==> src/rtl/dma_desc_err_pkg.sv <==
package dma_desc_err_pkg;

   localparam int LO_W = 5;
   localparam int ST_W = 8;

   localparam int BIT_DBE = 0;
   localparam int BIT_SBE = 1;
   localparam int BIT_SGE = 2;
   localparam int BIT_NCE = 3;
   localparam int BIT_DOE = 4;
   localparam int BIT_DAE = 5;
   localparam int BIT_SOE = 6;
   localparam int BIT_SAE = 7;

   typedef enum logic [1:0] {
      SZ_1B  = 2'd0,
      SZ_2B  = 2'd1,
      SZ_4B  = 2'd2,
      SZ_BLK = 2'd3
   } xfer_size_e;

   typedef struct packed {
      logic [LO_W-1:0] src_addr;
      logic [LO_W-1:0] src_offs;
      logic [LO_W-1:0] dst_addr;
      logic [LO_W-1:0] dst_offs;
      logic [1:0]      src_size;
      logic [1:0]      dst_size;
      logic [LO_W-1:0] nbytes;
      logic            citer_zero;
      logic            link_diff;
      logic [LO_W-1:0] sga;
   } desc_cap_t;

endpackage

==> src/rtl/dma_size_mask.sv <==
module dma_size_mask
   import dma_desc_err_pkg::*;
#(
   parameter bit BLK_IS_32 = 1'b0
) (
   input  logic [1:0]      size,
   output logic [LO_W-1:0] mask
);

   logic [LO_W-1:0] blk_mask;

   generate
      if (BLK_IS_32) begin : g_blk32
         assign blk_mask = 5'h1F;
      end else begin : g_blk16
         assign blk_mask = 5'h0F;
      end
   endgenerate

   always_comb begin
      case (xfer_size_e'(size))
         SZ_1B:   mask = 5'h00;
         SZ_2B:   mask = 5'h01;
         SZ_4B:   mask = 5'h03;
         default: mask = blk_mask;
      endcase
   end

endmodule

==> src/rtl/dma_cfg_rules.sv <==
module dma_cfg_rules
   import dma_desc_err_pkg::*;
#(
   parameter bit BLK_IS_32 = 1'b0
) (
   input  desc_cap_t       cap,
   output logic [ST_W-1:0] cfg_bits
);

   logic [LO_W-1:0] s_mask;
   logic [LO_W-1:0] d_mask;

   dma_size_mask #(.BLK_IS_32(BLK_IS_32)) u_smask (
      .size (cap.src_size),
      .mask (s_mask)
   );

   dma_size_mask #(.BLK_IS_32(BLK_IS_32)) u_dmask (
      .size (cap.dst_size),
      .mask (d_mask)
   );

   always_comb begin
      cfg_bits          = '0;
      cfg_bits[BIT_SAE] = |(cap.src_addr & s_mask);
      cfg_bits[BIT_SOE] = |(cap.src_offs & s_mask);
      cfg_bits[BIT_DAE] = |(cap.dst_addr & d_mask);
      cfg_bits[BIT_DOE] = |(cap.dst_offs & d_mask);
      cfg_bits[BIT_NCE] = (|(cap.nbytes & (s_mask | d_mask)))
                          | cap.citer_zero | cap.link_diff;
   end

endmodule

==> config.mk <==
export PLATFORM = sky130hd
export DESIGN_NAME = dma_cfg_rules
export DESIGN_NICKNAME = d
export VERILOG_FILES = /design/src/rtl/dma_desc_err_pkg.sv /design/src/rtl/dma_size_mask.sv /design/src/rtl/dma_cfg_rules.sv
export SDC_FILE = /design/constraint.sdc
export NUM_CORES = 1
export LEC_CHECK = 0
export ABC_AREA = 1
export BUFFER_PORTS_ARGS = -buffer_cell sky130_fd_sc_hd__buf_2
export CAP_MARGIN = 10
export CORE_AREA = 2 2 39 41
export DETAILED_ROUTE_END_ITERATION = 8
export DIE_AREA = 0 0 41 43
export GPL_ROUTABILITY_DRIVEN = 0
export PLACE_DENSITY_LB_ADDON = 0.15
export SETUP_SLACK_MARGIN = 0.5
export SLEW_MARGIN = 20
export SYNTH_ARGS = -nofsm -noshare
export SYNTH_HDL_FRONTEND = slang
export SYNTH_SLANG_ARGS = --single-unit
==> constraint.sdc <==
create_clock -name vclk -period 0.8
set_input_delay 0.08 -clock vclk [all_inputs]
set_output_delay 0.08 -clock vclk [all_outputs]
set_load 0.005 [all_outputs]
# Word-level counts from Yosys, hierarchy flattened
# Cells that the tools add are included.
# totals
register_bits	0
in_bits	36
out_inout_bits	8
elab_cells	21
# op_classes
n_eq_ne	4
muxes	2
bitwise	8
n_reduce_logical	7
# op_table
cell	count
$and A5 B5 Y5	5
$reduce_or A5 Y1	5
$pmux W4 S3	2
$or A5 B5 Y5	1
$eq A2 B1 Y1 const B	2
$eq A2 B2 Y1 const B	2
$logic_not A2 Y1	2
$or A1 B1 Y1	2

# Depth between registers and ports, before layout
# Gate-level depths: netlist of the first run.
# depth
depth_word	7
ltp_mapped	4

# Modules after synthesis
# From an unflattened synthesis of the first run, not the netlist that was laid out.
# unflattened
cells_unflattened	70
hier_area_um2	312.8
# by_module_without_submodules
mod	instances	cells_per_inst	area_each_um2	seq_area_each_um2
dma_cfg_rules	1	52	230.2	0.0
dma_size_mask	2	9	41.3	0.0

# Worst setup path after synthesis of the first run
# Ideal clock, no wire load.
# synth_timing
path_type	input -> output
start	input port cap[6] (netlist bit)
end	output port cfg_bits[3]
t_arrival_ns	0.455
t_required_ns	0.720
slack_ns	0.265
stages	3
path_cell_list	or2_1 -> nor2_1 -> nand3_1
# synth_via
elab_chain_len	2
# synth_lines
item	line_no	text
start, declared	dma_cfg_rules.sv:6	input desc_cap_t cap,
$or A1 B1 Y1 (2 in series)	dma_cfg_rules.sv:30	| cap.citer_zero | cap.link_diff;
end, declared	dma_cfg_rules.sv:7	output logic [ST_W-1:0] cfg_bits
# Every way passes these cells.

# Worst setup path after layout of the first run
# layout_timing
start	input port cap[5] (netlist bit)
end	output port cfg_bits[3]
# layout_via
elab_chain_len	1
# layout_lines
item	line_no
$or A1 B1 Y1	dma_cfg_rules.sv:30
# Every way passes these cells.

==> results.txt, run 1 <==
The post-route netlist has 69.7% of its cells at a drive strength greater than 1. For the die area, the log shows 1760 um^2. The detailed router finished its first iteration with 0 violations. The average wire per standard cell came out at 7.85 um.

The average instance in the mapped netlist occupies 4.89 um^2. Largest driver fanout on the critical path: 1. The finished cells cover 482 um^2.

Class of the tightest hold or removal check: in -> out. Based on the critical path, the design can be clocked at up to 1.37 GHz. The tool flagged a number of max-cap violations equal to 0.

After floorplanning, the core was divided into 14 placement rows. Summing the areas of all compound-gate instances in the mapped netlist gives 37.2% of the synthesized area. The tools report the sum of routed wire length over all layers as 644 um. For the final routed database, the setup TNS stands at 0 ns. The post-detailed-route DRC marker count was 0; the number of antenna violations at the first check in global routing was 0. Multiplexer cells account for 0% of the synthesized area. The run gives 945 um as the wire length of the first global-routing pass. The synthesized netlist contains 13 unique library cells. In this run the remaining antenna-violating nets after routing total 0. By count the netlist is led by o21ai_0 (6), nand2_1 (5), a21oi_1 (4), nor2_1 (4), buf_4 (3). Maximum number of pins on one net before global-route repair: 6. The share of synthesized cell area in full adder, half adder and majority cells is 0%, and the vias per cell is 3.93. The share of the synthesized area in the top cell type came out at 18.6%.

The power density over the cells is 488 nW/um^2. In this run the most critical hold path is launched from cap[29]. For the worst setup path, the data arrival time is 0.65 ns.

The tools report the total track usage as 6.99%. The run gives 152 as the number of filler cells placed in the layout. The smallest clock period supported by the final layout is computed as 0.728 ns. In the final design database the tool counted 104 nets. The core region is 1380 um^2. Compared with the post-synthesis result, the final layout area differs by 198%. The worst hold path passes through 4 cells. The count of buffers from port buffering works out to 31.

Die extent in y: 43 um. The tools report the total iterations of the first detailed-routing run as 1. After synthesis, the cell types taking the most area are o21ai_0 (19%), buf_4 (14%), a21oi_1 (12%). Setup violations remaining at the end of the flow were counted as 0. The number of inserted diodes is 0. After legalization and detailed placement, the total HPWL measured 535 um. STA classifies the critical path startpoint as an input pin. After Yosys synthesis, and, or, nand and nor cells account for 39.5% of the synthesized area. The overall power of the completed layout came out at 235 uW. The worst min-delay path endpoint is cfg_bits[6]. The run finished with clean final reports. For the worst setup path, the data required time is 0.72 ns. After layout, the worst setup slack is 0.0716 ns.

The tools report the via count of the first global-routing pass as 263. After layout, the clock buffer instance count stands at 0. The post-synthesis instance total is 33. The run gives 0 as the number of warning messages in the yosys log.

By area, the combinational part of the netlist is dominated by simple AND/OR/NAND/NOR gates. o21ai_0 is the most common cell in the netlist. For the max-slew violation count, the log shows 0. The final critical path takes up 91.0% of the cycle. Setup repair after global routing could not meet its margin everywhere.

The leakage power was 0.244 nW; the area after detailed placement was 362 um^2. Largest area contributor in the synthesized netlist: o21ai_0. The run gives 0 as the layout sequential cell count. The total count of hold-check failures in the final report is 0.

The hold buffer count at CTS is 0, and the portion of the post-synthesis area used by sequential elements is 0%. Once the floorplan was initialized, standard cells occupied 11.7% of the core. Excluding fillers, the count of instances in the completed layout stands at 82. The total overflow left after global routing is 0. The run gives 322 as the number of vias after detailed routing.

For the number of top-level pins, the log shows 44. The die is 41 um wide. For the maximum resistive drop on vdd, the log shows 0.000160 V.

Of the total synthesized cell area, the portion taken by XOR and XNOR cells is 0%. The number of placed instances with taps included is 80. The tools report the sequential cell area as 0 um^2. The tools report the cell area after technology mapping as 161 um^2.

The tools report the kind of end point of the critical path as an output port. The startpoint of the most critical setup path was cap[5]. The worst setup path is of the in -> out kind.

OpenSTA, run right after detailed placement, puts the worst setup slack at -0.00923 ns.
placed cells by master, fill, tap and decap left out, drive strengths merged:
master and n:
nand2 6, or2 2, nand3 1, a21oi 4, conb 3, nor2 5, buf 34, o21ai 8
inv 3
layer usage:
layer | vias up | GRT usage (%) | part of all wire, % | routed length [um]
met3 | 0 | 0 | 14 | 89
met2 | 27 | 12.5 | 44 | 284
li1 | 170 | - | - | -
met1 | 125 | 9.49 | 42 | 269
met5 | - | 0 | 0 | 0
met4 | 0 | 0 | 0 | 0
cells by family after synthesis:
kind of cell | count (synthesis)
other | 1
AOI/OAI and AO/OA | 12
and+or+nand+nor | 14
buffers and inverters | 6
power by group:
group	switching, mW	leakage [nW]	internal, mW
Sequential	0	0	0
Combinational	0.0922	0.244	0.143
Clock	0	0	0
Total	0.0922	0.244	0.143
worst max path at each step:
stage	end	cells past startpoint
floorplan	cfg_bits[3]	3
global placement	cfg_bits[3]	6
detailed placement	cfg_bits[3]	6
CTS	cfg_bits[3]	5
global route	cfg_bits[3]	5
finish	cfg_bits[3]	5
stage by stage:
| stage | hold slack (ns) | utilization (%) |
|---|---|---|
| after CTS | 0.442 | 32.8 |
| after global routing | 0.470 | 34.8 |
| after detailed placement | 0.448 | 26.1 |
| final | 0.436 | 34.8 |
| after global placement | 0.447 | 26.1 |
| after floorplan | 0.273 | - |
worst max-delay path, stage by stage:
cell,delay (ns)
buf_6,0.08
or2_1,0.21
nor2_1,0.08
nand3_1,0.07
buf_2,0.12
area by class of cell:
cell class	instances	area, um^2	area share (%)
inverter	3	11.3	2.34
multi-input combinational	29	200	41.6
tap	16	20.0	4.16
timing repair buffer	34	250	51.9
what timing repair did:
| item | CTS | global route |
|---|---|---|
| setup buffers | 2 | 0 |
| setup endpoints to repair | 5 | 5 |
| hold endpoints to repair | 0 | 0 |
| gates resized for setup | 20 | 7 |
| pin swaps | 9 | 3 |
Power figures use the tool's default switching activity.
==> run 2: changes to the inputs <==
clock period = 0.9 ns   (was 0.8 ns; I/O delays follow)
==> run 2 against run 1 <==
  * Setup slack gained 0.060 ns
  * Largest cell class unchanged
  * Sequential cell count is the same
  * Routed wire length shrank 5.4%
  * Clock-buffer cell count is the same
  * Die area is the same
  * Global-route usage shrank 0.20 points
==> results.txt, run 2 (synthesis gave the netlist of run 1 again) <==
The startpoint-to-endpoint class of the critical path is in -> out (unchanged). The launching element type of the critical path is an input pin (unchanged). For the aggregate global routing overflow, the log shows 0 (unchanged).

Kind of end point of the critical path: an output port (unchanged). The run gives 0 ns (unchanged) as the post-route setup TNS. Average wire per standard cell: 7.61 um (was 7.85 um).

The number of maximum-capacitance violations was 0 (unchanged); the leakage power was 0.228 nW (was 0.244 nW). The startpoint of the worst hold path was cap[7] (was cap[29]). Setup repair after global routing could not meet its margin everywhere. For the maximum resistive drop on vdd, the log shows 0.000132 V (was 0.000160 V).

Remaining number of nets flagged by the antenna check after routing: 0 (unchanged). The routed design could run at a clock period as short as 0.769 ns. The logs give 0 (unchanged) for the number of antenna violations at the first check in global routing and 0 (unchanged) for the post-detailed-route DRC marker count.

The vias per cell was 3.81 (was 3.93); the final period utilization was 85.4%. The number of filler cells placed in the layout is 157 (was 152). The die area is 1760 um^2 (unchanged), and the net count of the finished layout is 102 (was 104). The power density over the cells works out to 415 nW/um^2 (was 488 nW/um^2). The logs give 0 (unchanged) for the total count of hold-check failures in the final report and 252 (was 263) for the via count of the first global-routing pass.

The share of final-layout standard cells stronger than drive strength 1 is 64.1% (was 69.7%), and the count of buffers from port buffering is 31 (unchanged). The post-route worst hold slack is 0.457 ns (was 0.436 ns). The logs give 0 (unchanged) for the number of design-rule violations left by the first detailed-router iteration and 80 (was 82) for the final cell count without fillers.

The total iterations of the first detailed-routing run is 1 (unchanged). The synthesis-to-finish area growth was 159% (was 198%); the multi-input logic area was 171 um^2 (was 200 um^2). X dimension of the die: 41 um (unchanged). The tools report the total track usage as 6.79% (was 6.99%). Highest-count cells in the layout ignoring fill and taps: buf_2 (26), o21ai_1 (6), nand2_1 (4) (was buf_2 (26), o21ai_2 (5), nand2_1 (4), buf_6 (4)). The run gives 11.7% (unchanged) as the starting utilization of the core area. The class of the tightest hold or removal check was in -> out (unchanged).

The flow ran to the end, and the final reports show no timing, DRC or antenna violations. The logs give 0 um^2 (unchanged) for the sequential cell area and 1380 um^2 (unchanged) for the core outline area. The largest driver fanout on the critical path was 1 (unchanged). The worst min-delay path endpoint was cfg_bits[3] (was cfg_bits[6]). The critical path arrival is 0.68 ns (was 0.65 ns), and the number of clock buffers in the layout is 0 (unchanged). The tools report the number of inserted diodes as 0 (unchanged).

The logs give 6 (unchanged) for the maximum number of pins on one net before global-route repair and 0.81 ns (was 0.72 ns) for the data required time of the critical path. The logs give 44 (unchanged) for the number of top-level pins and 609 um (was 644 um) for the sum of routed wire length over all layers. The placement row count was 14 (unchanged); the die extent in y was 43 um (unchanged). The run gives 1.30 GHz as the fmax. The number of placed instances with taps included was 79 (was 80); the max-slew violation count was 0 (unchanged). The most common cell after layout, fill and taps aside is buf_2 (unchanged). The tools report the HPWL after detailed placement as 538 um (was 535 um). The count of cells along the worst hold path was 4 (unchanged); the layout sequential cell count was 0 (unchanged). The tools report the wire length of the first global-routing pass as 883 um (was 945 um). The setup violation total in the final timing report is 0 (unchanged).

The number of vias after detailed routing was 305 (was 322).
==> run 2: stage by stage <==
stage,power (mW),utilization (%),worst slack [ns],area (um^2)
2_1_floorplan,0.0575,-,0.351,174
3_3_place_gp,0.131,23.6,0.0824,327
3_5_place_dp,0.131,23.6,0.0942,327
4_1_cts,0.149,26.1,0.123,362
5_1_grt,0.192,30.2,0.0497,418
6_report,0.173,30.2,0.131,418
==> run 2: critical path: stages <==
cell,delay [ns]
buf_6,0.08
or2_1,0.21
nor2_1,0.11
nand3_1,0.06
buf_2,0.12
==> run 2: what timing repair did <==
action,4_1_cts,5_1_grt
endpoints found under the setup margin,5,5
resized for setup,9,13
buffers inserted,0,1
pin swaps,3,4
hold buffers,0,0
==> run 2: worst max path at each step <==
| stage | startpoint | to | cells past startpoint |
|---|---|---|---|
| 3_5_place_dp | cap[15] | cfg_bits[3] | 6 |
| 6_report | cap[5] | cfg_bits[3] | 5 |
| 4_1_cts | cap[6] | cfg_bits[3] | 5 |
| 3_3_place_gp | cap[15] | cfg_bits[3] | 6 |
| 5_1_grt | cap[5] | cfg_bits[3] | 5 |
| 2_1_floorplan | cap[6] | cfg_bits[3] | 3 |
==> run 2: power breakdown <==
part / switching (mW) / leakage [nW] / internal (mW)
combinational: 0.0682 / 0.228 / 0.105
clock: 0 / 0 / 0
sequential: 0 / 0 / 0
total: 0.0682 / 0.228 / 0.105
==> run 2: area by class of cell <==
| cell class | count | share of cell area, % |
|---|---|---|
| inverters | 3 | 2.69 |
| repair buffers | 32 | 51.5 |
| well taps | 16 | 4.79 |
| multi-input cells | 29 | 41.0 |
==> run 2: metal layers <==
metal | wire length [um] | track usage [%]
met2 | 352 | 13.4
met4 | 0 | 0
met1 | 209 | 7.59
met3 | 47 | 0.524
met5 | 0 | 0
==> run 3: changes to the inputs <==
ABC_AREA = default   (was 1)
==> run 3 against run 2 <==
  * Combinational power fell by 7%
  * Routed wire length is 11% higher
  * Sequential cell count is the same
  * Critical path type unchanged
  * Power shrank 7.0%
  * Core utilization decreased by 2.2 points
  * Design area down 7.2%
  * Via count rose by 3.6%
==> results.txt, run 3 <==
The share of the synthesized area in the top cell type is 31.7% (was 18.6%). The logs give 1380 um^2 (unchanged) for the core outline area and 0 (unchanged) for the layout sequential cell count. The sum of routed wire length over all layers came out at 674 um (was 609 um).

The largest area contributor in the synthesized netlist is o21ai_0 (unchanged). Startpoint of the worst hold path: cap[5] (was cap[7]). The number of filler cells placed in the layout is 156 (was 157). The number of warning messages in the yosys log is 0 (unchanged), and the synthesis-to-finish area growth is 146% (was 159%).

Startpoint-to-endpoint class of the critical path: in -> out (unchanged). The logs give 0 (unchanged) for the number of maximum-capacitance violations and 14 (unchanged) for the placement row count. For the total track usage, the log shows 6.89% (was 6.79%).

The remaining number of nets flagged by the antenna check after routing came out at 0 (unchanged). Mean area per synthesized cell: 6.06 um^2 (was 4.89 um^2). The logs give 0 (unchanged) for the number of clock buffers in the layout and 1.18 GHz (was 1.30 GHz) for the fmax. Ordered list of cells on the worst path: buf_8 > o41ai_4 > nand4_1 > buf_2 (was buf_6 > or2_1 > nor2_1 > nand3_1 > buf_2).

Kind of end point of the critical path: an output port (unchanged). The family of cells with the greatest summed delay on the critical path was compound AO/OA/AOI/OAI gates (was simple AND/OR/NAND/NOR gates). The tools report the leakage power as 0.205 nW (was 0.228 nW). The vias per cell came out at 4.21 (was 3.81). List of most frequent post-synthesis cells: o21ai_0 (10), nand2_1 (4), o21a_1 (4) (was o21ai_0 (6), nand2_1 (5), a21oi_1 (4), nor2_1 (4), buf_4 (3)). Number of library cell types mapped by synthesis: 9 (was 13). The final cell count without fillers was 75 (was 80); the power density over the cells was 415 nW/um^2 (about the same). The tools report the net count of the finished layout as 97 (was 102). The portion of the post-synthesis area used by sequential elements is 0% (unchanged). The logs give 1 (was 0) for the number of design-rule violations left by the first detailed-router iteration and 1760 um^2 (unchanged) for the die area. The sequential cell area was 0 um^2 (unchanged); the worst-case setup margin in the final layout was 0.0517 ns (was 0.131 ns).

The critical path arrival came out at 0.76 ns (was 0.68 ns). The cell area after technology mapping is 158 um^2 (was 161 um^2), and the starting utilization of the core area is 11.4% (was 11.7%). Number of placed instances with taps included: 74 (was 79). The logs give 890 um (was 883 um) for the wire length of the first global-routing pass and 0.00771 ns (was 0.0942 ns) for the post-place setup slack. The final period utilization came out at 94.3% (was 85.4%). The maximum resistive drop on vdd was 0.000127 V (was 0.000132 V); the number of inserted diodes was 0 (unchanged). The average wire per standard cell came out at 8.99 um (was 7.61 um). Most common cell after layout, fill and taps aside: buf_2 (unchanged). Share of final-layout standard cells stronger than drive strength 1: 61.0% (was 64.1%).

The post-route worst hold slack came out at 0.456 ns (was 0.457 ns). The count of cells along the worst hold path works out to 4 (unchanged). The post-layout minimum cycle time is 0.848 ns (was 0.769 ns), and the combined buffer and inverter count along the critical path is 2 (unchanged). The maximum number of pins on one net before global-route repair is 6 (unchanged), and the delay of the slowest critical-path stage is 0.32 ns (was 0.21 ns). The class of the tightest hold or removal check was in -> out (unchanged).

The x dimension of the die came out at 41 um (unchanged). The largest driver fanout on the critical path was 5 (was 1). Highest-count cells in the layout ignoring fill and taps: buf_2 (27), o21ai_0 (6), o21a_1 (4), o21ai_1 (4), nand2_1 (4) (was buf_2 (26), o21ai_1 (6), nand2_1 (4)). Post-route setup TNS: 0 ns (unchanged). The worst min-delay path endpoint was cfg_bits[3] (unchanged). The run gives 0 (unchanged) as the max-slew violation count. The total iterations of the first detailed-routing run is 3 (was 1).

The data required time of the critical path is 0.81 ns (about the same), and the total count of hold-check failures in the final report is 0 (unchanged). The number of antenna violations at the first check in global routing was 0 (unchanged); the setup violation total in the final timing report was 0 (unchanged). Setup repair after global routing could not meet its margin everywhere. The launching element type of the critical path was an input pin (unchanged). The count of buffers from port buffering works out to 31 (unchanged). The post-synthesis instance total is 26 (was 33).

Cell with the largest stage delay on the worst path: o41ai_4 (was or2_1). Leading cell types by total area after synthesis: o21ai_0 (32%), o21a_1 (19%), buf_4 (14%) (was o21ai_0 (19%), buf_4 (14%), a21oi_1 (12%)). The run gives 0 (unchanged) as the aggregate global routing overflow. The flow ran to the end, and the final reports show no timing, DRC or antenna violations.

The run gives 0 (unchanged) as the post-detailed-route DRC marker count. Cell with the most instances after synthesis: o21ai_0 (unchanged). The die extent in y is 43 um (unchanged). The via count of the first global-routing pass is 260 (was 252), and the number of top-level pins is 44 (unchanged). The number of vias after detailed routing came out at 316 (was 305).
==> run 3: cell types whose count changed after synthesis, sizes merged, moves of 2 or more <==
cell	delta
nor2	-4
o21a	+4
or2	-2
a21oi	-4
inv	-3
nand2	-2
o21ai	+2
==> run 3: how the worst max path moves through the flow <==
stage,from,to,slack (ns),depth (start not counted)
detailed placement,cap[15],cfg_bits[3],0.008,4
finish,cap[13],cfg_bits[3],0.05,4
global route,cap[13],cfg_bits[3],0.004,4
global placement,cap[15],cfg_bits[3],0.01,4
floorplan,cap[15],cfg_bits[3],0.29,2
CTS,cap[13],cfg_bits[3],0.02,4
==> run 3: report_power, final <==
part           switching (mW)  total (mW)  internal [mW]
clock network               0           0              0
logic                  0.0611       0.161          0.100
registers                   0           0              0
total                  0.0611       0.161          0.100
==> run 3: cell families after synthesis <==
group                  synth area share (%)
AND/OR/NAND/NOR                        15.9
AO/OA/AOI/OAI                          67.5
other                                  2.38
buffers and inverters                  14.3
==> run 3: layer usage <==
| layer | vias up | share of wire, % | wire (um) | GRT usage, % |
|---|---|---|---|---|
| li1 | 158 | - | - | - |
| met1 | 125 | 32 | 219 | 6.65 |
| met2 | 33 | 46 | 311 | 14.4 |
| met3 | 0 | 21 | 143 | 1.05 |
| met4 | 0 | 0 | 0 | 0 |
| met5 | - | 0 | 0 | 0 |
==> run 3: layout make-up <==
class	count	area [um^2]	area share (%)
multi-input combinational	25	154	39.7
tap	16	20.0	5.16
timing repair buffer	34	214	55.2
==> run 3: through the flow <==
step / power (mW) / cell area (um^2) / util [%]
2_1_floorplan: 0.0525 / 165 / -
3_3_place_gp: 0.137 / 333 / 24.1
3_5_place_dp: 0.136 / 333 / 24.1
4_1_cts: 0.151 / 363 / 26.2
5_1_grt: 0.181 / 388 / 28.0
6_report: 0.161 / 388 / 28.0
==> run 3: repair_timing <==
item | CTS | global route
gates cloned | 0 | 0
pin swaps | 3 | 4
hold buffers | 0 | 0
setup endpoints to repair | 5 | 5
buffers inserted | 0 | 1
resized for setup | 9 | 2
